## src/rtl/nfsm_pkg.sv

```systemverilog
package nfsm_pkg;

    // Operation field of a table entry
    typedef enum logic [1:0] {
        OP_STEP = 2'd0,
        OP_CALL = 2'd1,
        OP_RET  = 2'd2,
        OP_ALT  = 2'd3
    } op_e;

    localparam int OP_W = 2;

endpackage

```

## src/rtl/nfsm_stack.sv

```systemverilog
module nfsm_stack #(
    parameter  int W     = 3,
    parameter  int DEPTH = 4,
    localparam int SPW   = (DEPTH > 1) ? $clog2(DEPTH) : 1
) (
    input  logic           clk,
    input  logic           rst_n,
    input  logic           push,
    input  logic           pop,
    input  logic           wr_top,
    input  logic [W-1:0]   top_val,
    input  logic [W-1:0]   push_val,
    output logic [W-1:0]   top,
    output logic [SPW-1:0] level,
    output logic           full,
    output logic           empty
);

    typedef struct packed {
        logic [DEPTH-1:0][W-1:0] mem;
        logic [SPW-1:0]          sp;
    } stk_t;

    stk_t s_d, s_q;

    assign top   = s_q.mem[s_q.sp];
    assign level = s_q.sp;
    assign full  = (s_q.sp == SPW'(DEPTH - 1));
    assign empty = (s_q.sp == '0);

    always_comb begin
        s_d = s_q;
        if (wr_top) begin
            s_d.mem[s_q.sp] = top_val;
        end
        if (push && !full) begin
            s_d.sp          = s_q.sp + SPW'(1);
            s_d.mem[s_d.sp] = push_val;
        end else if (pop && !empty) begin
            s_d.sp = s_q.sp - SPW'(1);
        end
    end

    always_ff @(posedge clk or negedge rst_n) begin
        if (!rst_n) begin
            s_q <= '0;
        end else begin
            s_q <= s_d;
        end
    end

    AST_PUSH_POP_EXCL: assert property (@(posedge clk) disable iff (!rst_n)
        !(push && pop));
    AST_PUSH_GROWS: assert property (@(posedge clk) disable iff (!rst_n)
        (push && !full) |=> (level == $past(level) + SPW'(1)));
    AST_POP_SHRINKS: assert property (@(posedge clk) disable iff (!rst_n)
        (pop && !empty) |=> (level == $past(level) - SPW'(1)));
    AST_LEVEL_RANGE: assert property (@(posedge clk) disable iff (!rst_n)
        (int'(level) <= DEPTH - 1));

endmodule

```

## src/rtl/nfsm_table.sv

```systemverilog
module nfsm_table #(
    parameter  int AW      = 8,
    parameter  int EW      = 11,
    localparam int ENTRIES = 1 << AW
) (
    input  logic          clk,
    input  logic          we,
    input  logic [AW-1:0] waddr,
    input  logic [EW-1:0] wdata,
    input  logic [AW-1:0] raddr,
    output logic [EW-1:0] rdata
);

    logic [EW-1:0] ram_q [ENTRIES];

    always_ff @(posedge clk) begin
        if (we) begin
            ram_q[waddr] <= wdata;
        end
    end

    assign rdata = ram_q[raddr];

endmodule

```

## src/rtl/nested_fsm.sv

```systemverilog
module nested_fsm
    import nfsm_pkg::*;
#(
    parameter  int X_W   = 2,
    parameter  int Y_W   = 4,
    parameter  int MOD_W = 2,
    parameter  int ST_W  = 3,
    parameter  int DEPTH = 4,
    parameter  int SEG_W = 1,
    localparam int AW    = SEG_W + MOD_W + ST_W + X_W,
    localparam int EW    = OP_W + MOD_W + Y_W + ST_W,
    localparam int LVL_W = (DEPTH > 1) ? $clog2(DEPTH) : 1
) (
    input  logic             clk,
    input  logic             rst_n,
    input  logic             run,
    input  logic [SEG_W-1:0] seg,
    input  logic [X_W-1:0]   x,
    input  logic             cfg_we,
    input  logic [AW-1:0]    cfg_addr,
    input  logic [EW-1:0]    cfg_data,
    output logic [Y_W-1:0]   y,
    output logic             done,
    output logic             overflow,
    output logic [MOD_W-1:0] cur_mod,
    output logic [ST_W-1:0]  cur_state
);

    typedef struct packed {
        logic [Y_W-1:0] y;
        logic           done;
        logic           ovf;
    } ctl_t;

    ctl_t c_d, c_q;

    logic [AW-1:0]    rd_addr;
    logic [EW-1:0]    rd_entry;
    logic [ST_W-1:0]  e_state;
    logic [Y_W-1:0]   e_y;
    logic [MOD_W-1:0] e_callee;
    op_e              e_op;

    logic             m_push_d, m_pop_d;
    logic             s_push_d, s_pop_d, s_wr_d;
    logic             tbl_we_d;
    logic             step_d;

    logic [LVL_W-1:0] m_level, s_level;
    logic             m_full, m_empty, s_full, s_empty;

    // Transition lookup
    assign rd_addr  = {seg, cur_mod, cur_state, x};
    assign e_state  = rd_entry[ST_W-1:0];
    assign e_y      = rd_entry[ST_W +: Y_W];
    assign e_callee = rd_entry[ST_W + Y_W +: MOD_W];
    assign e_op     = op_e'(rd_entry[EW-1 -: OP_W]);

    nfsm_table #(.AW(AW), .EW(EW)) u_table (
        .clk   (clk),
        .we    (tbl_we_d),
        .waddr (cfg_addr),
        .wdata (cfg_data),
        .raddr (rd_addr),
        .rdata (rd_entry)
    );

    nfsm_stack #(.W(MOD_W), .DEPTH(DEPTH)) u_mod_stack (
        .clk      (clk),
        .rst_n    (rst_n),
        .push     (m_push_d),
        .pop      (m_pop_d),
        .wr_top   (1'b0),
        .top_val  ('0),
        .push_val (e_callee),
        .top      (cur_mod),
        .level    (m_level),
        .full     (m_full),
        .empty    (m_empty)
    );

    nfsm_stack #(.W(ST_W), .DEPTH(DEPTH)) u_state_stack (
        .clk      (clk),
        .rst_n    (rst_n),
        .push     (s_push_d),
        .pop      (s_pop_d),
        .wr_top   (s_wr_d),
        .top_val  (e_state),
        .push_val ('0),
        .top      (cur_state),
        .level    (s_level),
        .full     (s_full),
        .empty    (s_empty)
    );

    always_comb begin
        c_d      = c_q;
        m_push_d = 1'b0;
        m_pop_d  = 1'b0;
        s_push_d = 1'b0;
        s_pop_d  = 1'b0;
        s_wr_d   = 1'b0;
        step_d   = run && !c_q.done;
        tbl_we_d = cfg_we && (!run || c_q.done);
        if (step_d) begin
            unique case (e_op)
                OP_CALL: begin
                    if (m_full) begin
                        c_d.ovf = 1'b1;
                    end else begin
                        c_d.y    = e_y;
                        s_wr_d   = 1'b1;
                        s_push_d = 1'b1;
                        m_push_d = 1'b1;
                    end
                end
                OP_RET: begin
                    c_d.y = e_y;
                    if (m_empty) begin
                        c_d.done = 1'b1;
                    end else begin
                        m_pop_d = 1'b1;
                        s_pop_d = 1'b1;
                    end
                end
                default: begin
                    c_d.y  = e_y;
                    s_wr_d = 1'b1;
                end
            endcase
        end
    end

    always_ff @(posedge clk or negedge rst_n) begin
        if (!rst_n) begin
            c_q <= '0;
        end else begin
            c_q <= c_d;
        end
    end

    assign y        = c_q.y;
    assign done     = c_q.done;
    assign overflow = c_q.ovf;

    AST_LEVELS_MATCH: assert property (@(posedge clk) disable iff (!rst_n)
        (m_level == s_level) && (m_full == s_full) && (m_empty == s_empty));
    AST_CALL_ENTRY: assert property (@(posedge clk) disable iff (!rst_n)
        (m_push_d) |=> (cur_state == '0) && (cur_mod == $past(e_callee)));
    AST_DONE_STICKY: assert property (@(posedge clk) disable iff (!rst_n)
        done |=> done);
    AST_DONE_FROZEN: assert property (@(posedge clk) disable iff (!rst_n)
        done |=> $stable(y) && $stable(cur_mod) && $stable(cur_state));
    AST_NO_OVERFLOW_LOSS: assert property (@(posedge clk) disable iff (!rst_n)
        overflow |=> overflow);
    AST_IDLE_HOLD: assert property (@(posedge clk) disable iff (!rst_n)
        !run |=> $stable(y) && $stable(cur_mod) && $stable(cur_state));

endmodule

```

## config.mk

```make
export PLATFORM = sky130hd
export DESIGN_NAME = nested_fsm
export DESIGN_NICKNAME = d
export VERILOG_FILES = /design/src/rtl/nfsm_pkg.sv /design/src/rtl/nfsm_stack.sv /design/src/rtl/nfsm_table.sv /design/src/rtl/nested_fsm.sv
export SDC_FILE = /design/constraint.sdc
export NUM_CORES = 2
export LEC_CHECK = 0
export CORE_MARGIN = 4
export CORE_UTILIZATION = 47
export CTS_CLUSTER_SIZE = 10
export DETAILED_ROUTE_END_ITERATION = 6
export GPL_TIMING_DRIVEN = 0
export SETUP_SLACK_MARGIN = 0.5
export SYNTH_ARGS = -nofsm -noshare
export SYNTH_HDL_FRONTEND = slang
export SYNTH_HIERARCHICAL = 1
export SYNTH_SLANG_ARGS = --single-unit
```

## constraint.sdc

```tcl
create_clock -name clk -period 4.4 [get_ports clk]
set_clock_uncertainty 0.15 [all_clocks]
set_input_delay 0.44 -clock clk [delete_from_list [all_inputs] [get_ports clk]]
set_output_delay 0.44 -clock clk [all_outputs]
set_load 0.1 [all_outputs]
```

==> metrics.csv <==
metric,value,unit
drc,1,
layout-drive-gt1-share,29.99,%
die_h,492.4,µm
num_rows,177,
pin_count,37,
powerDensity,609.7,nW/µm²
die_area,242500,µm²
min-delay-start,cfg_data[4],
min_delay_path_depth,2,
cts.sinks,2846,
vias,60080,
gp_congestion,0.9901,
core,233000,µm²
cts_buffers,340,
critPathKind,in -> reg,
nets,5730,
synthCells,5149,
irDropWorstVdd,562.2,µV
ff2ff_setup_slack,-0.13,ns
clk_path_buf_depth,4,
rsz0062_at_grt,yes,
avgSynthCellArea,21.42,µm²
drt_iter0_markers,10080,
grt_pass1_wl,492.8,mm
via_per_inst,6.750,
finalCritPeriodShare,103.9,%
status,"complete, but fails checks",
h-tree-depth,5,
worst_skew_pair.late_latency,0.97,ns
fmax,218.7,MHz
io_buffers,30,
min_to,u_table/ram_q[96][4]$_DFFE_PP_,
wl_per_cell,41.40,µm
cp_max_fo,10,
initial_core_util,47.34,%
cts.clk_slew.worst_paths,0.05,ns
die_w,492.4,µm
hold_viol_final,0,
grt_pass1_vias,57260,
r2r_start,u_state_stack/level[0]$_DFFE_PN0P_,
cts_tree,yes,
wl,368.4,mm
ys.warnings.count,6,
finalSetupViolations,28,
fin_crit,4.573,ns
worstSetupStartpointType,input pin,
rr_worst_depth,15,
grt_max_degree,161,
tightest_slew,1.518,ns
drv_cap,5,
whs,0.2196,ns
dr.pass1.iters,7,
total_leakage_power,0.04034,µW
utilization,55.20,%
antenna_left,0,
min_path_type,in -> reg,
critPathRequiredTime,5.05,ns
failed_checks,"DRC, capacitance limit, slew limit, setup timing",
slew_violations,57,
grt_usage,30.06,%
netlist_area,110300,µm²
setup_slack,-0.1734,ns
critical_path_arrival,5.23,ns
clockRootBuffer,clkbuf_16,
antenna_found_initial,18,
area_growth,16.61,%
reg2reg_to,u_mod_stack/s_q[8]$_DFF_PN0_,
setup.worst_path.end_class,flip-flop,
hpwl,242.9,mm
max_slew_margin,-1.605,%
overflow,0,
total_power,78410,µW
## power by group
part / switching (µW) / internal [µW] / leakage, µW
Sequential: 151 / 30000 / 0.0257
Combinational: 16700 / 7480 / 0.0103
Clock: 10100 / 14000 / 0.00438
Total: 27000 / 51500 / 0.0403
## per-stage QoR
step	std cells	setup TNS (ns)	setup slack (ns)	instance area, µm²
final	8900	-3.718	-0.1734	128600
after global placement	8334	-	-5.682	114700
after detailed placement	8379	-726.23	-2.684	115900
after global routing	8892	-2.822	-0.1686	128600
after CTS	8866	-1.081	-0.07792	127800
after floorplan	5172	0	0.3595	110500
## placed cells by master, fill, tap and decap left out, types with 10 or more instances in the layout
| cell type | count |
|---|---|
| nand3_1 | 36 |
| buf_16 | 24 |
| nor4_2 | 12 |
| nand3b_1 | 10 |
| nand4_1 | 12 |
| a211oi_1 | 18 |
| dlygate4sd3_1 | 14 |
| nor2b_1 | 12 |
| buf_8 | 40 |
| o221ai_1 | 41 |
| nor2_4 | 142 |
| clkdlybuf4s50_1 | 16 |
| dfrtp_1 | 27 |
| clkbuf_1 | 75 |
| clkbuf_4 | 32 |
| nor2_1 | 118 |
| mux4_2 | 619 |
| buf_4 | 109 |
| nor2_2 | 52 |
| mux2i_1 | 251 |
| ha_1 | 13 |
| clkbuf_8 | 12 |
| diode_2 | 10 |
| buf_12 | 18 |
| o21ai_0 | 12 |
| a221oi_1 | 25 |
| buf_2 | 54 |
| nand2_1 | 54 |
| a21oi_1 | 88 |
| buf_6 | 82 |
| clkbuf_2 | 30 |
| nor3_1 | 30 |
| edfxtp_1 | 2816 |
| a22oi_1 | 122 |
| a22o_1 | 31 |
| conb_1 | 24 |
| o22ai_1 | 80 |
| clkbuf_16 | 355 |
## worst max-delay path by stage
stage                                            start                                to  slack [ns]  cells past startpoint
floorplan           u_state_stack/level[0]$_DFFE_PN0P_  u_mod_stack/level[0]$_DFFE_PN0P_        0.36                     16
global placement                           cfg_data[4]   u_table/ram_q[136][4]$_DFFE_PP_       -5.68                      1
detailed placement  u_state_stack/level[0]$_DFFE_PN0P_    u_state_stack/s_q[7]$_DFF_PN0_       -2.68                     15
CTS                 u_state_stack/level[0]$_DFFE_PN0P_    u_state_stack/s_q[2]$_DFF_PN0_       -0.08                     17
global route          u_mod_stack/level[0]$_DFFE_PN0P_    u_state_stack/s_q[4]$_DFF_PN0_       -0.17                     16
finish                                            x[1]    u_state_stack/s_q[5]$_DFF_PN0_       -0.17                     17
## what timing repair did
| item | CTS | global route |
|---|---|---|
| buffers inserted | 60 | 18 |
| resized for setup | 546 | 205 |
| endpoints found under the hold margin | 835 | 0 |
| gates cloned | 3 | 2 |
| hold buffers | 15 | 0 |
| pin swaps | 37 | 32 |
| setup endpoints to repair | 1895 | 1372 |
## layer usage
layer / wire, µm / track usage (%) / share of wire [%]
met4: 21360 / 14.73 / 5.8
met1: 136500 / 41.28 / 37
met2: 162700 / 43.66 / 44
met5: 42 / 0 / 0.011
met3: 47830 / 9.751 / 13
## area by class of cell
| type | count | area, µm² |
|---|---|---|
| Inverter | 10 | 46.29 |
| Sequential cell | 2846 | 85320 |
| Buffer | 303 | 2691 |
| Fill cell | 17510 | 104400 |
| Antenna cell | 10 | 25.02 |
| Clock inverter | 18 | 200.2 |
| Timing Repair Buffer | 177 | 2281 |
| Tap cell | 3132 | 3919 |
| Multi-Input combinational cell | 2013 | 25350 |
| Clock buffer | 391 | 8783 |
## sequential cells by signal (all words and copies together), names as in the netlist
| signal | cells |
|---|---|
| u_table/ram_q | 2816 |
| u_state_stack/s_q | 12 |
| u_mod_stack/s_q | 8 |
| y | 4 |
| u_mod_stack/level | 2 |
| u_state_stack/level | 2 |
| done | 1 |
| overflow | 1 |
## critical path, cell delays in order
cell      delay (ns)
buf_2           0.39
buf_6           0.29
buf_4           0.43
buf_2           0.60
buf_4           0.44
mux4_2          0.44
a22oi_2         0.25
a21oi_4         0.12
nor4_4          0.55
nor4_4          0.06
buf_6           0.16
buf_6           0.12
nor4b_4         0.24
buf_2           0.20
nand3b_1        0.19
nor2_1          0.14
a21oi_1         0.05
Note: power is estimated with default switching activity, not from simulation.
